## config.mk

```make
export PLATFORM = sky130hd
export DESIGN_NAME = dbgw_top
export DESIGN_NICKNAME = d
export VERILOG_FILES = /design/src/rtl/dbgw_pkg.sv /design/src/rtl/dbgw_ptr_reg.sv /design/src/rtl/dbgw_bounds.sv /design/src/rtl/dbgw_resp.sv /design/src/rtl/dbgw_top.sv
export SDC_FILE = /design/constraint.sdc
export NUM_CORES = 1
export LEC_CHECK = 0
export ABC_CLOCK_PERIOD_IN_PS = 2810
export BUFFER_PORTS_ARGS = -buffer_cell sky130_fd_sc_hd__buf_2
export CORE_UTILIZATION = 35
export CTS_CLUSTER_DIAMETER = 40
export DETAILED_ROUTE_END_ITERATION = 8
export PLACE_DENSITY = 0.74
export SLEW_MARGIN = 15
export SYNTH_ARGS = -nofsm -noshare
export SYNTH_HDL_FRONTEND = slang
export SYNTH_SLANG_ARGS = --single-unit
```

## constraint.sdc

```tcl
create_clock -name clk -period 2.81 [get_ports clk]
set_clock_uncertainty 0.05 [all_clocks]
set_input_delay 0.562 -clock clk [delete_from_list [all_inputs] [get_ports clk]]
set_output_delay 0.562 -clock clk [all_outputs]
set_load 0.01 [all_outputs]
```

## src/rtl/dbgw_pkg.sv

```systemverilog
// Package: shared pointer layout and helpers for the debug read window.
// Assumes: entry index in pointer bits [15:4], word in [3:2].
package dbgw_pkg;
    localparam int IDX_W  = 12;
    localparam int WORD_W = 2;
    localparam int CTR_W  = IDX_W + WORD_W;

    typedef enum logic [1:0] {
        SRC_MAIN = 2'd0,
        SRC_PREF = 2'd1,
        SRC_IPA  = 2'd2,
        SRC_WALK = 2'd3
    } src_e;

    typedef struct packed {
        logic [1:0]       src;
        logic [1:0]       way;
        logic [CTR_W-1:0] ctr;
    } ptr_t;

    // Build the 32-bit software view of the pointer, reserved bits zero.
    function automatic logic [31:0] ptr_image(input ptr_t p);
        return {4'b0, p.src, p.way, 8'b0, p.ctr, 2'b0};
    endfunction
endpackage

```

## src/rtl/dbgw_ptr_reg.sv

```systemverilog
// Module: holds the read pointer; loads on write, steps one word on advance.
// Assumes: wr_en and inc_en never both high (one outstanding access).
module dbgw_ptr_reg
    import dbgw_pkg::*;
(
    input  logic        clk,
    input  logic        rst_n,
    input  logic        wr_en,
    input  logic [31:0] wr_data,
    input  logic        inc_en,
    output ptr_t        ptr
);
    logic unused_wr_bits;
    assign unused_wr_bits = ^{wr_data[31:28], wr_data[23:16], wr_data[1:0]};

    // Pointer storage: reset, software load, or post-increment.
    always_ff @(posedge clk) begin
        if (!rst_n) begin
            ptr <= '0;
        end else if (wr_en) begin
            ptr.src <= wr_data[27:26];
            ptr.way <= wr_data[25:24];
            ptr.ctr <= wr_data[15:2];
        end else if (inc_en) begin
            ptr.ctr <= ptr.ctr + CTR_W'(1);
        end
    end

    // one-word step, source and way untouched
    p_step_one_word_r5: assert property (@(posedge clk) disable iff (!rst_n)
        (inc_en && !wr_en) |=> (ptr.ctr == $past(ptr.ctr) + CTR_W'(1))
                               && $stable(ptr.src) && $stable(ptr.way));

    // with no load and no advance the pointer holds
    p_hold_when_idle_r7: assert property (@(posedge clk) disable iff (!rst_n)
        (!inc_en && !wr_en) |=> $stable(ptr));
endmodule

```

## src/rtl/dbgw_bounds.sv

```systemverilog
// Module: decides whether an entry index lies inside the selected source array.
// Assumes: each depth is at most 2**IDX_W.
module dbgw_bounds
    import dbgw_pkg::*;
#(
    parameter int DEPTH0 = 64,
    parameter int DEPTH1 = 64,
    parameter int DEPTH2 = 32,
    parameter int DEPTH3 = 32
) (
    input  logic [1:0]       src,
    input  logic [IDX_W-1:0] idx,
    output logic             in_range
);
    localparam int NSRC = 4;
    localparam int DEPTHS [NSRC] = '{DEPTH0, DEPTH1, DEPTH2, DEPTH3};

    logic [NSRC-1:0] fits;

    // One comparator per source array.
    for (genvar g = 0; g < NSRC; g++) begin : g_cmp
        assign fits[g] = {1'b0, idx} < (IDX_W+1)'(DEPTHS[g]);
    end

    // Select the comparison for the addressed source.
    always_comb in_range = fits[src];
endmodule

```

## src/rtl/dbgw_resp.sv

```systemverilog
// Module: response stage; answers every request one cycle later and picks
// array data or a held register value. Also produces the advance strobe.
// Assumes: at most one request in flight.
module dbgw_resp (
    input  logic        clk,
    input  logic        rst_n,
    input  logic        req_fire,
    input  logic        take_arr,
    input  logic        adv_in,
    input  logic [31:0] hold_in,
    input  logic [31:0] arr_rdata,
    output logic        resp_ready,
    output logic [31:0] resp_rdata,
    output logic        adv_out
);
    logic        ready_q;
    logic        sel_q;
    logic        adv_q;
    logic [31:0] hold_q;

    // Capture what the completion cycle must return.
    always_ff @(posedge clk) begin
        if (!rst_n) begin
            ready_q <= 1'b0;
            sel_q   <= 1'b0;
            adv_q   <= 1'b0;
            hold_q  <= '0;
        end else begin
            ready_q <= req_fire;
            sel_q   <= req_fire & take_arr;
            adv_q   <= req_fire & adv_in;
            hold_q  <= req_fire ? hold_in : '0;
        end
    end

    // Drive the bus side only during completion.
    always_comb begin
        resp_ready = ready_q;
        resp_rdata = ready_q ? (sel_q ? arr_rdata : hold_q) : '0;
        adv_out    = ready_q & adv_q;
    end

    // completion follows a request one cycle later
    p_ready_after_req_r4: assert property (@(posedge clk) disable iff (!rst_n)
        req_fire |=> resp_ready);

    // no completion without a request
    p_no_spurious_ready_r4: assert property (@(posedge clk) disable iff (!rst_n)
        !req_fire |=> !resp_ready);

    // input assumption, single-cycle requests spaced apart
    p_one_outstanding_r4: assert property (@(posedge clk) disable iff (!rst_n)
        req_fire |=> !req_fire);
endmodule

```

## src/rtl/dbgw_top.sv

```systemverilog
// Module: debug read window top; decodes the pointer and data registers,
// gates by security, checks bounds and drives the array read port.
// Assumes: requests are one cycle long and at least two cycles apart.
module dbgw_top
    import dbgw_pkg::*;
#(
    parameter int          ADDR_W  = 8,
    parameter logic [7:0]  PTR_OFS = 8'h80,
    parameter int          DEPTH0  = 64,
    parameter int          DEPTH1  = 64,
    parameter int          DEPTH2  = 32,
    parameter int          DEPTH3  = 32
) (
    input  logic              clk,
    input  logic              rst_n,
    input  logic              req_valid,
    input  logic              req_write,
    input  logic              req_secure,
    input  logic [ADDR_W-1:0] req_addr,
    input  logic [31:0]       req_wdata,
    output logic              resp_ready,
    output logic [31:0]       resp_rdata,
    output logic              arr_rd_en,
    output logic [1:0]        arr_src,
    output logic [1:0]        arr_way,
    output logic [IDX_W-1:0]  arr_index,
    output logic [WORD_W-1:0] arr_word,
    input  logic [31:0]       arr_rdata
);
    localparam logic [ADDR_W-1:0] PTR_ADDR = ADDR_W'(PTR_OFS);
    localparam logic [ADDR_W-1:0] DAT_ADDR = ADDR_W'(PTR_OFS + 8'd4);

    ptr_t        ptr;
    logic        hit_ptr, hit_dat, sec_req;
    logic        ptr_wr, ptr_rd, dat_rd, oob_rd, in_range, adv;
    logic [31:0] hold_val;

    // Address decode and security gating.
    always_comb begin
        hit_ptr  = (req_addr == PTR_ADDR);
        hit_dat  = (req_addr == DAT_ADDR);
        sec_req  = req_valid & req_secure;
        ptr_wr   = sec_req &  req_write & hit_ptr;
        ptr_rd   = sec_req & ~req_write & hit_ptr;
        dat_rd   = sec_req & ~req_write & hit_dat;
        oob_rd   = dat_rd & ~in_range;
        hold_val = ptr_rd ? ptr_image(ptr) : '0;
    end

    // Array read port follows the pointer fields.
    always_comb begin
        arr_src   = ptr.src;
        arr_way   = ptr.way;
        arr_index = ptr.ctr[CTR_W-1:WORD_W];
        arr_word  = ptr.ctr[WORD_W-1:0];
        arr_rd_en = dat_rd & in_range;
    end

    dbgw_ptr_reg u_ptr (
        .clk     (clk),
        .rst_n   (rst_n),
        .wr_en   (ptr_wr),
        .wr_data (req_wdata),
        .inc_en  (adv),
        .ptr     (ptr)
    );

    dbgw_bounds #(
        .DEPTH0 (DEPTH0),
        .DEPTH1 (DEPTH1),
        .DEPTH2 (DEPTH2),
        .DEPTH3 (DEPTH3)
    ) u_bounds (
        .src      (ptr.src),
        .idx      (ptr.ctr[CTR_W-1:WORD_W]),
        .in_range (in_range)
    );

    dbgw_resp u_resp (
        .clk        (clk),
        .rst_n      (rst_n),
        .req_fire   (req_valid),
        .take_arr   (arr_rd_en),
        .adv_in     (dat_rd),
        .hold_in    (hold_val),
        .arr_rdata  (arr_rdata),
        .resp_ready (resp_ready),
        .resp_rdata (resp_rdata),
        .adv_out    (adv)
    );

    // out-of-bounds window read completes with zero
    p_oob_reads_zero_r6: assert property (@(posedge clk) disable iff (!rst_n)
        oob_rd |=> (resp_ready && resp_rdata == 32'd0));

    // non-secure access completes with zero
    p_nonsecure_zero_r7: assert property (@(posedge clk) disable iff (!rst_n)
        (req_valid && !req_secure) |=> (resp_ready && resp_rdata == 32'd0));

    // pointer read-back keeps reserved and low bits clear
    p_ptr_image_clean_r2: assert property (@(posedge clk) disable iff (!rst_n)
        ptr_rd |=> (resp_rdata[31:28] == 4'd0 && resp_rdata[23:16] == 8'd0
                    && resp_rdata[1:0] == 2'd0));

    // array read strobe only for a secure read of the window
    p_strobe_secure_r3: assert property (@(posedge clk) disable iff (!rst_n)
        arr_rd_en |-> (req_valid && req_secure && !req_write));
endmodule

```

== Word level (Yosys, flattened, before mapping) ==
Cells that the tools add are included.

* Bits in registers: 53
* Latch bits: 0
* Output and inout port bits: 52
* Bits of input ports: 77
* Word-level logic and storage cells: 34
* Memories kept: 0
* Bits in read-only memories: 0
* Memory bits (writable): 0

* Divide/modulo/power cells: 0
* Eq/ne operators: 2
* Reductions and logical operators: 3
* Magnitude comparators: 3
* Multiplexer cells: 6
* Multipliers: 0
* Shift-type cells: 0
* Add/subtract/negate cells: 1
* Bitwise logic cells: 11

{| class="wikitable"
|+ Operators with widths
! kind !! number
|-
| $mux 32 || 2
|-
| $mux 14 || 2
|-
| $eq 8x8->1 const B || 2
|-
| $add 14x1->14 const B || 1
|-
| $lt 12x6->1 const B || 1
|-
| $lt 12x7->1 const B || 1
|-
| $and 1x1->1 || 10
|-
| $lt 2x3->1 const B || 1
|-
| $reduce_and 3->1 || 1
|-
| $bmux 1 s2 || 1
|-
| $reduce_and 2->1 || 1
|-
| $reduce_bool 2->1 || 1
|-
| $mux 1 || 1
|-
| $not 1->1 || 1
|}

== Longest topological paths before layout ==
Gate-level depths: netlist (run 1).

* Depth in word-level cells: 5
* Mapped depth: 7
* Mapped depth without buffers: 5

== By module ==
Synthesis (run 1) repeated with hierarchy kept, for this count alone.

* Cells, all modules: 307
* Area total of the unflattened synthesis: 2912.8 sq um

{| class="wikitable"
|+ By module, submodules not included
! module !! instances !! cells each !! area each (sq um) !! sequential area each (sq um)
|-
| dbgw_resp || 1 || 148 || 1551.5 || 700.7
|-
| dbgw_ptr_reg || 1 || 105 || 952.2 || 360.3
|-
| dbgw_top || 1 || 52 || 386.6 || 0.0
|-
| dbgw_bounds || 1 || 2 || 22.5 || 0.0
|}

== Least setup slack after synthesis (run 1) ==
No wires, ideal clock.

* Path kind: input to register
* Start point: input port req_addr[4]
* End point: register, netlist name u_ptr.ptr[0]
* Path buffers: 3
* Data arrival time: 2.182 ns
* Stages on the path: 6
* Path slack: 0.462 ns
* Cell sequence: or4b_1 -> or4_4 -> buf_6 -> buf_8 -> buf_8 -> o211a_1

* Longest elaborated chain between the ends: 3
* Elaborated cells between the ends (all ways): 4
* Classes of those cells: eq/ne: 1; mux: 1; bitwise: 1; reduce/logical: 1

{| class="wikitable"
|+ RTL lines
! element !! line !! source
|-
| from (decl) || dbgw_top.sv:19 || <nowiki>input logic [ADDR_W-1:0] req_addr,</nowiki>
|-
| $eq 8x8->1 (*) || dbgw_top.sv:40 || <nowiki>hit_ptr = (req_addr == PTR_ADDR);</nowiki>
|-
| $and 1x1->1 (*) || dbgw_top.sv:43 || <nowiki>ptr_wr = sec_req & req_write & hit_ptr;</nowiki>
|-
| $mux 14 / $reduce_bool 2->1 (equally long branches) || n/a ||
|}

Every way passes the cells marked *; elsewhere a longest branch is shown, timed or not.
A chain may end at the register's enable or synchronous reset.

== Worst setup path in the final report (run 1) ==
* Start point: input port req_addr[4]
* End point: output port arr_rd_en

* Longest elaborated chain between the ends: 3

{| class="wikitable"
|+ RTL lines
! element !! line !! source
|-
| $eq 8x8->1 || dbgw_top.sv:41 || <nowiki>hit_dat = (req_addr == DAT_ADDR);</nowiki>
|-
| $and 1x1->1 || dbgw_top.sv:45 || <nowiki>dat_rd = sec_req & ~req_write & hit_dat;</nowiki>
|-
| $and 1x1->1 || dbgw_top.sv:56 || <nowiki>arr_rd_en = dat_rd & in_range;</nowiki>
|-
| to (decl) || dbgw_top.sv:23 || <nowiki>output logic arr_rd_en,</nowiki>
|}

Every way passes these cells.

==> results.txt, run 1 <==
FMAX: 387 MHz
chip width: 76.7 µm
CTS H-tree depth: 2
Setup CP Type: in2out
post-synthesis simple-gate area fraction: 29.5%
drt via density: 4.76
Async S/R FF share, synth: 0%
clk sink count: 39
CTS Buf Count: 5
worst hold path type: reg2reg
Clock Tree Buf Depth: 2
Core Rows: 26
Worst setup EP type: primary output
Worst Path Required: 2.20 ns
largest net degree at the start of global routing: 37
Synth Area in XOR/XNOR: 5.83%
Worst Path Max Fanout: 3
fin crit share: 91.9%
Clock transition at path regs: 0.07 ns
CTS tree: yes
Peak VDD IR: 0.318 mV
sequential area share after synthesis: 39.9%
RSZ-0062 raised after global routing: no
number of global-route vias before repair: 1770
Syn. warnings: 0
Avg Inst Size Synth: 9.05 µm²
Core Area: 5240 µm²
PortBufs: 114
Final TNS setup: 0 ns
Final HPWL DP: 3.74 mm
initial antenna violation count: 0
main combinational cell family by area after synthesis: simple AND/OR/NAND/NOR gates
Routed Antenna Nets: 0
mux cell area share after synthesis: 11.3%
DR vias: 1875
Power, Total: 1.09 mW
# hold bufs at CTS: 0
Final Max Slew Viols: 0
total iterations of the first detailed-routing run: 4
Routed WL: 4.93 mm
drt wl/cell: 12.5 µm
EDFF count, synth: 0
Compound-Gate Fraction of Synth Area: 7.55%
Slew headroom: 68.2%
slew of the pin with the lowest slew margin: 0.476 ns
Top Ports: 129
GRT Total Usage: 17.1%
Fin. Hold Viols: 0
Initial Util: 37.3%
Leak: 1.28 nW
PwrDens: 411 nW/µm²
area delta synth->final: 35.6%
Gate Count Post-Synth: 216
flops & latches, synth: 39
Post-route DRC: 0
Post-Syn Area: 1950 µm²
Die ar.: 5890 µm²
gp weighted congestion: 0.788
Synth Area in Adders: 0.640%
buffer count from post-CTS setup fixing: 0
die height: 76.7 µm
global-route wire length before repair: 8.16 mm
crit path DAT: 1.97 ns
count of cell types in the netlist: 31
# diodes: 0
nets: 401
worst skew pair latency: 0.28 ns
final setup violating endpoints: 0
Critical Path Start Type: primary input
Root Driver: clkbuf_8
predominant post-synthesis flop cell: dfxtp_1
grt ovf: 0
run status: finished, final reports clean
Mapped Nets: 294
Initial DRC Count: 45
min cycle time layout: 2.58 ns
CTS resizes: 0
layout cell share with drive strength beyond 1: 38.6%
total of max-cap violations: 0
[cells by family (layout without fill, tap and decap cells)]
group,Yosys count,in the layout
flip-flops,39,39
adder cells (fa/ha/maj),1,1
buffers and inverters,18,126
AND/OR/NAND/NOR,97,97
XOR/XNOR,13,13
AO/OA/AOI/OAI,26,26
multiplexers,22,22
[routing by layer]
| layer | wire, µm | vias up | GRT usage (%) |
|---|---|---|---|
| met4 | 32 | 0 | 4.62 |
| met2 | 2380 | 85 | 31.6 |
| met5 | 0 | - | 0 |
| met3 | 385 | 5 | 5.00 |
| met1 | 2130 | 820 | 18.7 |
| li1 | - | 965 | - |
[metrics by stage]
step                hold WS [ns]  instances  utilization, %  instance area [µm²]  setup slack [ns]
finish                     0.437        394            50.6                 2650             0.228
global route               0.452        394            50.6                 2650             0.157
CTS                        0.436        394            50.6                 2650             0.218
detailed placement         0.419        386            48.4                 2530             0.219
global placement           0.417        386            48.4                 2530             0.252
floorplan                  0.461        216               -                 1950             0.462
[critical path: stages]
cell	delay (ns)
buf_2	0.09
or4b_1	0.54
nor4_1	0.39
nand2_1	0.13
nor2_1	0.12
buf_2	0.14
[path summary, 6_finish.rpt]
| check | startpoint | endpoint | slack (ns) | cells past startpoint |
|---|---|---|---|---|
| worst max-delay path | req_addr[4] | arr_rd_en | 0.23 | 6 |
| worst min-delay path | u_ptr.ptr[16] | u_resp.hold_q[26] | 0.44 | 1 |
| worst max register to register | u_ptr.ptr[0] | u_ptr.ptr[10] | 1.21 | 5 |
| worst min register to register | u_ptr.ptr[16] | u_resp.hold_q[26] | 0.44 | 1 |
[layout by cell type, fill, tap and decap left out, drive strengths merged, types with 2 or more instances in the layout]
cell and count:
nor2b 22, nand3 7, o21ai 11, nor4 6, and2 19, dfxtp 39, mux2i 22, clkbuf 6
a21oi 11, nand4 4, nand2 10, o211a 3, xor2 2, nor2 3, xnor2 11, nor3 5
inv 2, buf 116, and3 15
[synthesized netlist by cell type, drive strengths merged, types with 2 or more instances]
master	instances	area (µm²)
nand4	4	25.0
nor2	3	11.3
nand3	7	35.0
nand2	10	37.5
inv	2	7.51
clkbuf	9	33.8
and3	15	93.8
a21oi	11	55.1
nor3	5	25.0
buf	7	61.3
nor2b	22	138
o21ai	11	55.1
o211a	3	30.0
xnor2	11	96.3
and2	19	119
xor2	2	17.5
nor4	6	37.5
mux2i	22	220
dfxtp	39	781
[area by class of cell]
class / instances / area [µm²]
clock inverters: 2 / 35.0
inverters: 2 / 7.51
fillers: 523 / 2590
clock buffers: 6 / 82.6
repair buffers: 116 / 586
flip-flops and latches: 39 / 781
multi-input cells: 159 / 1070
well taps: 70 / 87.6
[flip-flops by register name, summed over array words and instances, names as in the netlist]
signal	flops
u_resp.resp_ready	1
u_resp.sel_q	1
u_ptr.ptr	18
u_resp.hold_q	18
u_resp.adv_q	1
[power by group]
part	switching [mW]	internal [mW]	total [mW]
Combinational	0.0251	0.0398	0.0649
Sequential	0.000698	0.553	0.554
Clock	0.185	0.287	0.472
No activity file was read; power rests on OpenSTA's default activity.
==> run 2: changes to the inputs <==
--- a/config.mk
+++ b/config.mk
@@ -11,4 +11,5 @@
 export CTS_CLUSTER_DIAMETER = 40
 export DETAILED_ROUTE_END_ITERATION = 8
+export HOLD_SLACK_MARGIN = 0.12
 export PLACE_DENSITY = 0.74
 export SLEW_MARGIN = 15
==> constraint.sdc (replaced) <==
create_clock -name clk -period 2.81 [get_ports clk]
set_clock_uncertainty 0.05 [all_clocks]
set_input_delay 0.7025 -clock clk [delete_from_list [all_inputs] [get_ports clk]]
set_output_delay 0.7025 -clock clk [all_outputs]
set_load 0.01 [all_outputs]
==> run 2 against run 1 <==
Net effect: wire length about the same; cell count increased by 0.51%; critical endpoint unchanged; sequential share of layout area is 0.40 points lower; highest routed layer unchanged; global-route usage grew 0.21 points; largest cell class unchanged; combinational power shrank 1%.
==> results.txt, run 2 (synthesized netlist as in run 1, its figures left out) <==
Routed WL: 4.92 mm (about the same)
drt wl/cell: 12.4 µm (-0.59%)
Worst setup EP type: primary output
worst hold path startpoint: u_ptr.ptr[14]
reg2reg setup slack: 1.14 ns (-0.07 ns)
gp weighted congestion: 0.787 (-0.15%)
largest net degree at the start of global routing: 33 (-11%)
Logic pwr share: 5.5% (-0.5 points)
Clock Tree Buf Depth: 2 (unchanged)
DR vias: 1873 (-0.11%)
Critical Path Start Type: primary input
area delta synth->final: 37.5%
CTS resizes: 0 (unchanged)
Peak VDD IR: 0.335 mV (+5.5%)
Leak: 1.29 nW (+1.2%)
Sw Pwr: 213 µW (+1.4%)
clk sink count: 39 (unchanged)
worst skew pair latency: 0.28 ns (about the same)
Post-route DRC: 0 (unchanged)
Clock transition at path regs: 0.07 ns (about the same)
initial antenna violation count: 0 (unchanged)
CTS H-tree depth: 2 (unchanged)
Core Rows: 26 (unchanged)
PortBufs: 114 (unchanged)
Top Ports: 129 (unchanged)
commonest cells after routing, fill and taps aside: 114 x buf_2, 39 x dfxtp_1, 22 x mux2i_1, 22 x nor2b_1, 19 x and2_1
worst hold path stage count: 1 (unchanged)
total iterations of the first detailed-routing run: 4 (unchanged)
slew of the pin with the lowest slew margin: 0.377 ns (-0.0996 ns)
PwrDens: 432 nW/µm² (+5.0%)
worst hold path type: reg2reg
global-route wire length before repair: 8.17 mm (+0.17%)
Final TNS setup: 0 ns (unchanged)
# diodes: 0 (unchanged)
# hold bufs at CTS: 0 (unchanged)
hold_ws: 0.442 ns (+0.00464 ns)
commonest non-fill, non-tap cell in the layout: buf_2
FMAX: 368 MHz (-4.9%)
Post-Route Utilization: 51.3% (+0.69 points)
Initial DRC Count: 44 (-2.2%)
CTS tree: yes
reg-to-reg startpoint: u_resp.resp_ready
internal power: 948 µW (+7.7%)
Fin. Hold Viols: 0 (unchanged)
Initial Util: 37.3% (unchanged)
Worst Path Max Fanout: 2 (-1)
Routed Antenna Nets: 0 (unchanged)
crit path DAT: 1.96 ns (about the same)
Final Max Slew Viols: 0 (unchanged)
Core Area: 5240 µm² (unchanged)
Power, Total: 1.16 mW (+6.5%)
min cycle time layout: 2.71 ns (+0.132 ns)
final setup violating endpoints: 0 (unchanged)
Worst Path Required: 2.06 ns (-0.14 ns)
number of global-route vias before repair: 1776 (+0.34%)
biggest regs: u_ptr.ptr: 18 flops, u_resp.hold_q: 18 flops
Clk pwr share: 46.6% (+3.3 points)
CTS Buf Count: 5 (unchanged)
fin crit share: 96.6% (+4.7 points)
run status: finished, final reports clean
Final HPWL DP: 3.77 mm (+0.75%)
Root Driver: clkbuf_8
total of max-cap violations: 0 (unchanged)
nets: 403 (+0.50%)
register share of total power: 47.9% (-2.9 points)
Die ar.: 5890 µm² (unchanged)
grt ovf: 0 (unchanged)
hold endpoint: u_resp.hold_q[24]
Setup CP Type: in2out
buffer count from post-CTS setup fixing: 0 (unchanged)
chip width: 76.7 µm (unchanged)
RSZ-0062 raised after global routing: no
worst reg2reg endpoint: u_ptr.ptr[13]
layout cell share with drive strength beyond 1: 39.0% (+0.38 points)
drt via density: 4.73 (-0.61%)
die height: 76.7 µm (unchanged)
sw frac: 18.4% (-0.92 points)
GRT Total Usage: 17.3% (+0.21 points)
R2R cell count: 4 (-1)
Slew headroom: 74.9% (+6.6 points)
run 2: worst max-delay path by stage:
| stage | end | startpoint | depth (start not counted) | slack [ns] |
|---|---|---|---|---|
| 5_1_grt | arr_rd_en | req_addr[4] | 6 | 0.02 |
| 2_1_floorplan | arr_rd_en | req_addr[4] | 4 | 0.21 |
| 3_3_place_gp | arr_rd_en | req_addr[4] | 6 | 0.02 |
| 4_1_cts | arr_rd_en | req_addr[4] | 6 | 0.02 |
| 6_report | arr_rd_en | req_addr[4] | 6 | 0.1 |
| 3_5_place_dp | arr_rd_en | req_addr[4] | 6 | 0.03 |
run 2: layout make-up:
cell class,instances,area (µm²)
Inverter,2,7.51
Tap cell,70,87.6
Sequential cell,39,781
Multi-Input combinational cell,159,1080
Timing Repair Buffer,118,601
Clock inverter,2,60.1
Clock buffer,6,72.6
Fill cell,497,2550
run 2: power by group through the flow:
stage,registers (mW),clock network (mW),logic (mW)
global placement,0.569,0,0.0629
finish,0.556,0.541,0.0640
CTS,0.556,0.547,0.0645
detailed placement,0.569,0,0.0642
global route,0.556,0.577,0.0712
floorplan,0.567,0,0.0188
run 2: per-layer routing:
metal  vias to the layer above  GRT usage [%]  wire (µm)
met4                         0           5.00         47
li1                        963              -          -
met5                         -              0          0
met2                        94           30.5       2350
met3                         5           4.29        418
met1                       811           20.5       2110
run 2: worst max-delay path, cell delays in order:
cell	delay (ns)
buf_2	0.09
or4b_1	0.56
nor4_2	0.26
nand2_1	0.11
nor2_1	0.10
buf_2	0.13
run 2: metrics by stage:
step / cells / instance area, µm² / worst slack [ns]
floorplan: 216 / 1950 / 0.209
global placement: 388 / 2550 / 0.0210
detailed placement: 388 / 2550 / 0.0254
CTS: 396 / 2680 / 0.0194
global route: 396 / 2690 / 0.0227
finish: 396 / 2690 / 0.0958
